## config.mk

```make
export PLATFORM = sky130hd
export DESIGN_NAME = ibr_bridge
export DESIGN_NICKNAME = d
export VERILOG_FILES = /design/src/rtl/ibr_pkg.sv /design/src/rtl/ibr_xfer_engine.sv /design/src/rtl/ibr_irq_unit.sv /design/src/rtl/ibr_bridge.sv
export SDC_FILE = /design/constraint.sdc
export NUM_CORES = 1
export LEC_CHECK = 0
export BUFFER_PORTS_ARGS = -buffer_cell sky130_fd_sc_hd__buf_2
export CORE_ASPECT_RATIO = 1.25
export CORE_MARGIN = 5
export CORE_UTILIZATION = 34
export DETAILED_ROUTE_END_ITERATION = 10
export PLACE_DENSITY = 0.64
export SYNTH_ARGS = -nofsm -noshare
export SYNTH_HDL_FRONTEND = slang
export SYNTH_SLANG_ARGS = --single-unit
```

## constraint.sdc

```tcl
create_clock -name clk -period 4.7 [get_ports clk]
set_clock_uncertainty 0.2 [all_clocks]
set_input_delay 0.235 -clock clk [delete_from_list [all_inputs] [get_ports clk]]
set_output_delay 0.235 -clock clk [all_outputs]
set_load 0.01 [all_outputs]
```

## src/rtl/ibr_pkg.sv

```systemverilog
package ibr_pkg;

  localparam int HOST_AW = 8;
  localparam int HOST_DW = 32;
  localparam int SUB_AW  = 8;
  localparam int SUB_DW  = 8;
  localparam int N_IRQ   = 2;

  // host register offsets
  localparam logic [HOST_AW-1:0] OFS_IDENT = 8'h00;
  localparam logic [HOST_AW-1:0] OFS_CMD   = 8'h04;
  localparam logic [HOST_AW-1:0] OFS_DLO   = 8'h08;
  localparam logic [HOST_AW-1:0] OFS_DHI   = 8'h0C;
  localparam logic [HOST_AW-1:0] OFS_IEN   = 8'h10;
  localparam logic [HOST_AW-1:0] OFS_IFLG  = 8'h14;

  // command word bit positions
  localparam int CMD_BUSY_BIT = 31;
  localparam int CMD_SIZE_BIT = 25;
  localparam int CMD_DIR_BIT  = 24;
  localparam int CMD_LANEU_LO = 20;
  localparam int CMD_LANEL_LO = 16;

  // interrupt source positions
  localparam int IRQ_XFER = 0;
  localparam int IRQ_SUB  = 1;

  typedef struct packed {
    logic              size;
    logic              dir;
    logic [3:0]        lane_u;
    logic [3:0]        lane_l;
    logic [SUB_AW-1:0] addr;
  } cmd_t;

endpackage

```

## src/rtl/ibr_xfer_engine.sv

```systemverilog
module ibr_xfer_engine
  import ibr_pkg::*;
#(
  parameter int XFER_LAT = 4
) (
  input  logic              clk,
  input  logic              rst_n,
  input  logic              launch,
  input  logic              dir_rd,
  input  logic              lane0_en,
  input  logic [SUB_DW-1:0] sub_rdata,
  output logic              busy,
  output logic              done,
  output logic              sub_wr,
  output logic              sub_rd,
  output logic              rd_valid,
  output logic [SUB_DW-1:0] rd_byte
);

  localparam int CNT_W = (XFER_LAT > 1) ? $clog2(XFER_LAT) : 1;
  localparam logic [CNT_W-1:0] CNT_LOAD = CNT_W'(XFER_LAT - 1);

  logic             busy_q, busy_d;
  logic [CNT_W-1:0] cnt_q, cnt_d;
  logic             cnt_en;

  // next state
  always_comb begin
    busy_d = busy_q;
    cnt_d  = cnt_q;
    cnt_en = 1'b0;
    if (!busy_q && launch) begin
      busy_d = 1'b1;
      cnt_d  = CNT_LOAD;
      cnt_en = 1'b1;
    end else if (busy_q) begin
      cnt_en = 1'b1;
      if (cnt_q == '0) busy_d = 1'b0;
      else             cnt_d  = cnt_q - 1'b1;
    end
  end

  // registers
  always_ff @(posedge clk or negedge rst_n) begin
    if (!rst_n) begin
      busy_q <= 1'b0;
      cnt_q  <= '0;
    end else begin
      busy_q <= busy_d;
      if (cnt_en) cnt_q <= cnt_d;
    end
  end

  assign busy     = busy_q;
  assign done     = busy_q && (cnt_q == '0);
  assign sub_rd   = done && dir_rd && lane0_en;
  assign sub_wr   = done && !dir_rd && lane0_en;
  assign rd_valid = sub_rd;
  assign rd_byte  = sub_rdata;

endmodule

```

## src/rtl/ibr_irq_unit.sv

```systemverilog
module ibr_irq_unit
  import ibr_pkg::*;
#(
  parameter int NSRC = N_IRQ
) (
  input  logic            clk,
  input  logic            rst_n,
  input  logic [NSRC-1:0] evt,
  input  logic            clr_we,
  input  logic            en_we,
  input  logic [NSRC-1:0] wbits,
  output logic [NSRC-1:0] flags,
  output logic [NSRC-1:0] enables,
  output logic            irq
);

  logic [NSRC-1:0] flag_q, flag_d;
  logic [NSRC-1:0] en_q;

  for (genvar g = 0; g < NSRC; g++) begin : g_src
    always_comb begin
      if (evt[g])                    flag_d[g] = 1'b1;
      else if (clr_we && wbits[g])   flag_d[g] = 1'b0;
      else                           flag_d[g] = flag_q[g];
    end
  end

  always_ff @(posedge clk or negedge rst_n) begin
    if (!rst_n) begin
      flag_q <= '0;
      en_q   <= '0;
    end else begin
      flag_q <= flag_d;
      if (en_we) en_q <= wbits;
    end
  end

  assign flags   = flag_q;
  assign enables = en_q;
  assign irq     = |(flag_q & en_q);

endmodule

```

## src/rtl/ibr_bridge.sv

```systemverilog
module ibr_bridge
  import ibr_pkg::*;
#(
  parameter int              XFER_LAT = 4,
  parameter logic [31:0]     ID_VALUE = 32'h1B51_0100
) (
  input  logic               clk,
  input  logic               rst_n,
  input  logic               host_sel,
  input  logic               host_wr,
  input  logic [HOST_AW-1:0] host_addr,
  input  logic [HOST_DW-1:0] host_wdata,
  output logic [HOST_DW-1:0] host_rdata,
  output logic [SUB_AW-1:0]  sub_addr,
  output logic [SUB_DW-1:0]  sub_wdata,
  output logic               sub_wr,
  output logic               sub_rd,
  input  logic [SUB_DW-1:0]  sub_rdata,
  input  logic               sub_irq,
  output logic               irq
);

  cmd_t               cmd_q, cmd_d;
  logic [HOST_DW-1:0] dlo_q, dlo_d;
  logic [HOST_DW-1:0] dhi_q;
  logic               sub_irq_q;

  logic busy, done, rd_valid;
  logic [SUB_DW-1:0] rd_byte;
  logic [N_IRQ-1:0]  flags, enables, evt;

  logic host_we, we_cmd, we_dlo, we_dhi, we_ien, we_iflg;
  logic launch_rd, launch_wr;

  assign host_we  = host_sel && host_wr;
  assign we_cmd   = host_we && (host_addr == OFS_CMD) && !busy;
  assign we_dlo   = host_we && (host_addr == OFS_DLO) && !busy;
  assign we_dhi   = host_we && (host_addr == OFS_DHI);
  assign we_ien   = host_we && (host_addr == OFS_IEN);
  assign we_iflg  = host_we && (host_addr == OFS_IFLG);

  assign launch_rd = we_cmd && host_wdata[CMD_DIR_BIT];
  assign launch_wr = we_dlo && !cmd_q.dir;

  // next state for host-visible data registers
  always_comb begin
    cmd_d = cmd_q;
    if (we_cmd) begin
      cmd_d.size   = host_wdata[CMD_SIZE_BIT];
      cmd_d.dir    = host_wdata[CMD_DIR_BIT];
      cmd_d.lane_u = host_wdata[CMD_LANEU_LO +: 4];
      cmd_d.lane_l = host_wdata[CMD_LANEL_LO +: 4];
      cmd_d.addr   = host_wdata[SUB_AW-1:0];
    end
  end

  always_comb begin
    dlo_d = dlo_q;
    if (rd_valid)    dlo_d = {{(HOST_DW-SUB_DW){1'b0}}, rd_byte};
    else if (we_dlo) dlo_d = host_wdata;
  end

  always_ff @(posedge clk or negedge rst_n) begin
    if (!rst_n) begin
      cmd_q     <= '0;
      dlo_q     <= '0;
      dhi_q     <= '0;
      sub_irq_q <= 1'b0;
    end else begin
      if (we_cmd)             cmd_q <= cmd_d;
      if (rd_valid || we_dlo) dlo_q <= dlo_d;
      if (we_dhi)             dhi_q <= host_wdata;
      sub_irq_q <= sub_irq;
    end
  end

  ibr_xfer_engine #(
    .XFER_LAT (XFER_LAT)
  ) u_xfer (
    .clk       (clk),
    .rst_n     (rst_n),
    .launch    (launch_rd || launch_wr),
    .dir_rd    (cmd_q.dir),
    .lane0_en  (cmd_q.lane_l[0]),
    .sub_rdata (sub_rdata),
    .busy      (busy),
    .done      (done),
    .sub_wr    (sub_wr),
    .sub_rd    (sub_rd),
    .rd_valid  (rd_valid),
    .rd_byte   (rd_byte)
  );

  assign sub_addr  = cmd_q.addr;
  assign sub_wdata = dlo_q[SUB_DW-1:0];

  always_comb begin
    evt           = '0;
    evt[IRQ_XFER] = done;
    evt[IRQ_SUB]  = sub_irq && !sub_irq_q;
  end

  ibr_irq_unit #(
    .NSRC (N_IRQ)
  ) u_irq (
    .clk     (clk),
    .rst_n   (rst_n),
    .evt     (evt),
    .clr_we  (we_iflg),
    .en_we   (we_ien),
    .wbits   (host_wdata[N_IRQ-1:0]),
    .flags   (flags),
    .enables (enables),
    .irq     (irq)
  );

  // host read mux
  always_comb begin
    host_rdata = '0;
    unique case (host_addr)
      OFS_IDENT: host_rdata = ID_VALUE;
      OFS_CMD: begin
        host_rdata[CMD_BUSY_BIT]          = busy;
        host_rdata[CMD_SIZE_BIT]          = cmd_q.size;
        host_rdata[CMD_DIR_BIT]           = cmd_q.dir;
        host_rdata[CMD_LANEU_LO +: 4]     = cmd_q.lane_u;
        host_rdata[CMD_LANEL_LO +: 4]     = cmd_q.lane_l;
        host_rdata[SUB_AW-1:0]            = cmd_q.addr;
      end
      OFS_DLO:  host_rdata = dlo_q;
      OFS_DHI:  host_rdata = dhi_q;
      OFS_IEN:  host_rdata[N_IRQ-1:0] = enables;
      OFS_IFLG: host_rdata[N_IRQ-1:0] = flags;
      default:  host_rdata = '0;
    endcase
  end

endmodule

```

==> results.toml <==
[cts]
cts_setup_buffers = 0
clkSlewWorstSetupHoldPaths_ns = 0.06
cts_tree = "done"
cts_buffers = 9
cts_max_path_buffers = 2
postCtsResizedCells = 0
h-tree-depth = 3
worstSkewPairLatency_ns = 0.34
cts.sinks = 90
root_buffer = "clkbuf_16"
hold_buffers = 46

[logic_synthesis]
yosys.area_share.simple = 0.1522
yosysTopAreaCell = "dfrtp_1"
synth_top_family_by_area = "multiplexers"
ys_seq_area_frac = 0.5017
synth_fp_nets = 477
synth-xor-area-share = 0
synth_mux_area_frac = 0.2115
synth_fa_ha_area_frac = 0.002787
yosysWarnings = 0
netlist_top_cells_area = "dfrtp_1, mux2_2, nand2_1, mux2i_1, mux2_4"
avgSynthCellArea_um2 = 10.61
synthCells = 423
post_synth_num_cell_types = 37
synth_compound_area_frac = 0.07079
ys_ff_latch = 90
synth_area_um2 = 4489
yosysTopAreaCellShare = 0.5017

[floorplanning]
initial_core_util = 0.3423
die_x_um = 112.8
io_pins = 104
rows = 47
core_um2 = 13110
die_h_um = 138.5
die-area_um2 = 15620

[layout]
nets = 596
nFillCells = 1240
area_growth_pct = 29.04
stdcell_area_um2 = 5793
diodes = 0
layout-drive-gt1-share = 0.3510

[drt]
via_count = 3582
wirelength_mm = 12.31
avgViaCountPerCell = 4.989
drt_first_pass_iters = 4
drt-initial-drc-count = 166
route.detailed.drc = 0
final_antenna_net_count = 0
wire_per_inst_um = 17.14

[timing]
final-setup-viol-count = 0
tightest_slew_ns = 1.157
period_share = 0.6225
setup_tns_ns = 0
slew_headroom = 0.2287
report.final.slew_viol_count = 0
hold_violations = 0
rsz0062_at_grt = "false"
fin_crit_ns = 2.926
fmax_mhz = 341.8

[global_route]
grt_pass1_wl_mm = 20.02
overflow = 0
grt_max_degree = 91
first_global_vias = 3902
antenna_found_initial = 0
grtUsageTotal = 0.1583

[hold_path]
whs_path_depth = 3
hp-class = "input port to flip-flop"

[power]
p_leak_uw = 0.003006
powerDensity_nw_per_um2 = 308.4
ir_drop_uv = 148.7

[place]
gp_congestion = 0.7992
dp_hpwl_mm = 8.180
io_buffers = 103
placed_area_um2 = 5012

[setup_path]
crit_required_ns = 4.73
endpoint_kind = "flip-flop"
reg2reg_depth = 7
start_kind = "flip-flop"
critPathArrivalTime_ns = 2.95
path_class = "flip-flop to flip-flop"
critPathMaxFanout = 15

[run]
drv_cap = 0

[status]
outcome = "finished, final reports clean"
## power by group
group / switching (uW) / internal [uW] / leakage (uW) / total [uW]
clock: 294 / 479 / 0.000156 / 773
combinational: 90.0 / 90.5 / 0.00164 / 181
sequential: 24.6 / 808 / 0.00121 / 833
total: 409 / 1380 / 0.00301 / 1790
## sequential cells by signal, indices dropped and copies added (netlist names)
register / flops
sub_irq_q: 1
u_xfer.busy: 1
dlo_q: 32
dhi_q: 32
u_xfer.cnt_q: 2
sub_addr: 8
cmd_q: 10
u_irq.flags: 2
u_irq.enables: 2
## cells in the mapped netlist (all sizes together)
library cell  count
inv               6
nand4             3
clkinv            1
a211oi            5
nor3              3
nand4b            1
a21oi             6
nand2b            1
nor2             40
and3              2
clkbuf           25
a22oi            16
nor3b             2
nand3            24
o22ai             3
mux2             65
or3               3
buf              21
mux2i            18
nor4              1
nand3b            3
nand2            60
ha                1
or4               2
o31ai             3
a31oi             7
a22o              3
o31a              1
nor2b             3
and3b             1
o21ai             2
dfrtp            90
nor4b             1
## kinds of logic after synthesis
| family | Yosys count |
|---|---|
| flops | 90 |
| buf+inv | 53 |
| fa+ha+maj | 1 |
| compound gates | 46 |
| simple gates | 150 |
| mux | 83 |
## worst max-delay path: stages (launching register included)
cell           delay (ns)
dfrtp_1              0.38
inv_1                0.06
ha_1                 0.26
nand4_1              0.52
clkinv_1             0.49
a22oi_1              0.28
dlygate4sd3_1        0.57
nand2_1              0.05
## stage by stage
step	util	instances	worst slack, ns	hold WS (ns)	power (uW)
final	0.4418	718	1.774	0.09319	1786
after global routing	0.4418	718	1.600	0.1167	1852
after CTS	0.4418	718	1.786	0.07413	1804
after detailed placement	0.3822	656	1.916	0.1671	999.6
after global placement	0.3822	656	1.940	0.1623	990.1
after floorplan	-	423	2.203	-0.2606	930.7
## final cells by class
cell class	count	area [um2]	share of cell area
multi-input cells	280	1964	0.3391
inverters	7	26.28	0.004536
clock buffers	11	242.7	0.04190
clock inverters	5	77.57	0.01339
repair buffers	154	1016	0.1754
well taps	171	214.0	0.03693
flip-flops and latches	90	2252	0.3888
## placed cells by master (no fill, tap or decap), types with 3 or more instances in the layout
cell type / n
inv_1: 6
nand3_1: 24
o22ai_1: 3
nand3b_1: 3
nor2b_1: 3
buf_2: 102
nand4_1: 3
a22oi_1: 16
dlygate4sd3_1: 46
mux2i_1: 18
mux2_2: 55
nor2_1: 40
o31ai_1: 3
buf_4: 6
nand2_1: 60
nor3_1: 3
a21oi_1: 6
dfrtp_1: 90
mux2_4: 10
a22o_1: 3
clkbuf_16: 9
a211oi_1: 5
a31oi_1: 7
## final timing paths
check	slack (ns)	start	endpoint
hold / removal	0.09	host_addr[4]	u_irq.flags[0]
setup reg to reg	1.77	u_xfer.cnt_q[0]	dlo_q[2]
setup / recovery	1.77	u_xfer.cnt_q[0]	dlo_q[2]
max in group asynchronous	3.10	rst_n	dlo_q[9]
min in group asynchronous	0.44	rst_n	dlo_q[11]
hold reg to reg	0.29	dlo_q[21]	dlo_q[21]
## routing by layer
metal | track usage | part of all wire
met5 | 0 | 0
met4 | 0.05570 | 0.018
met3 | 0.03278 | 0.054
met2 | 0.2740 | 0.51
met1 | 0.1939 | 0.42
No activity file was read; power rests on OpenSTA's default activity.
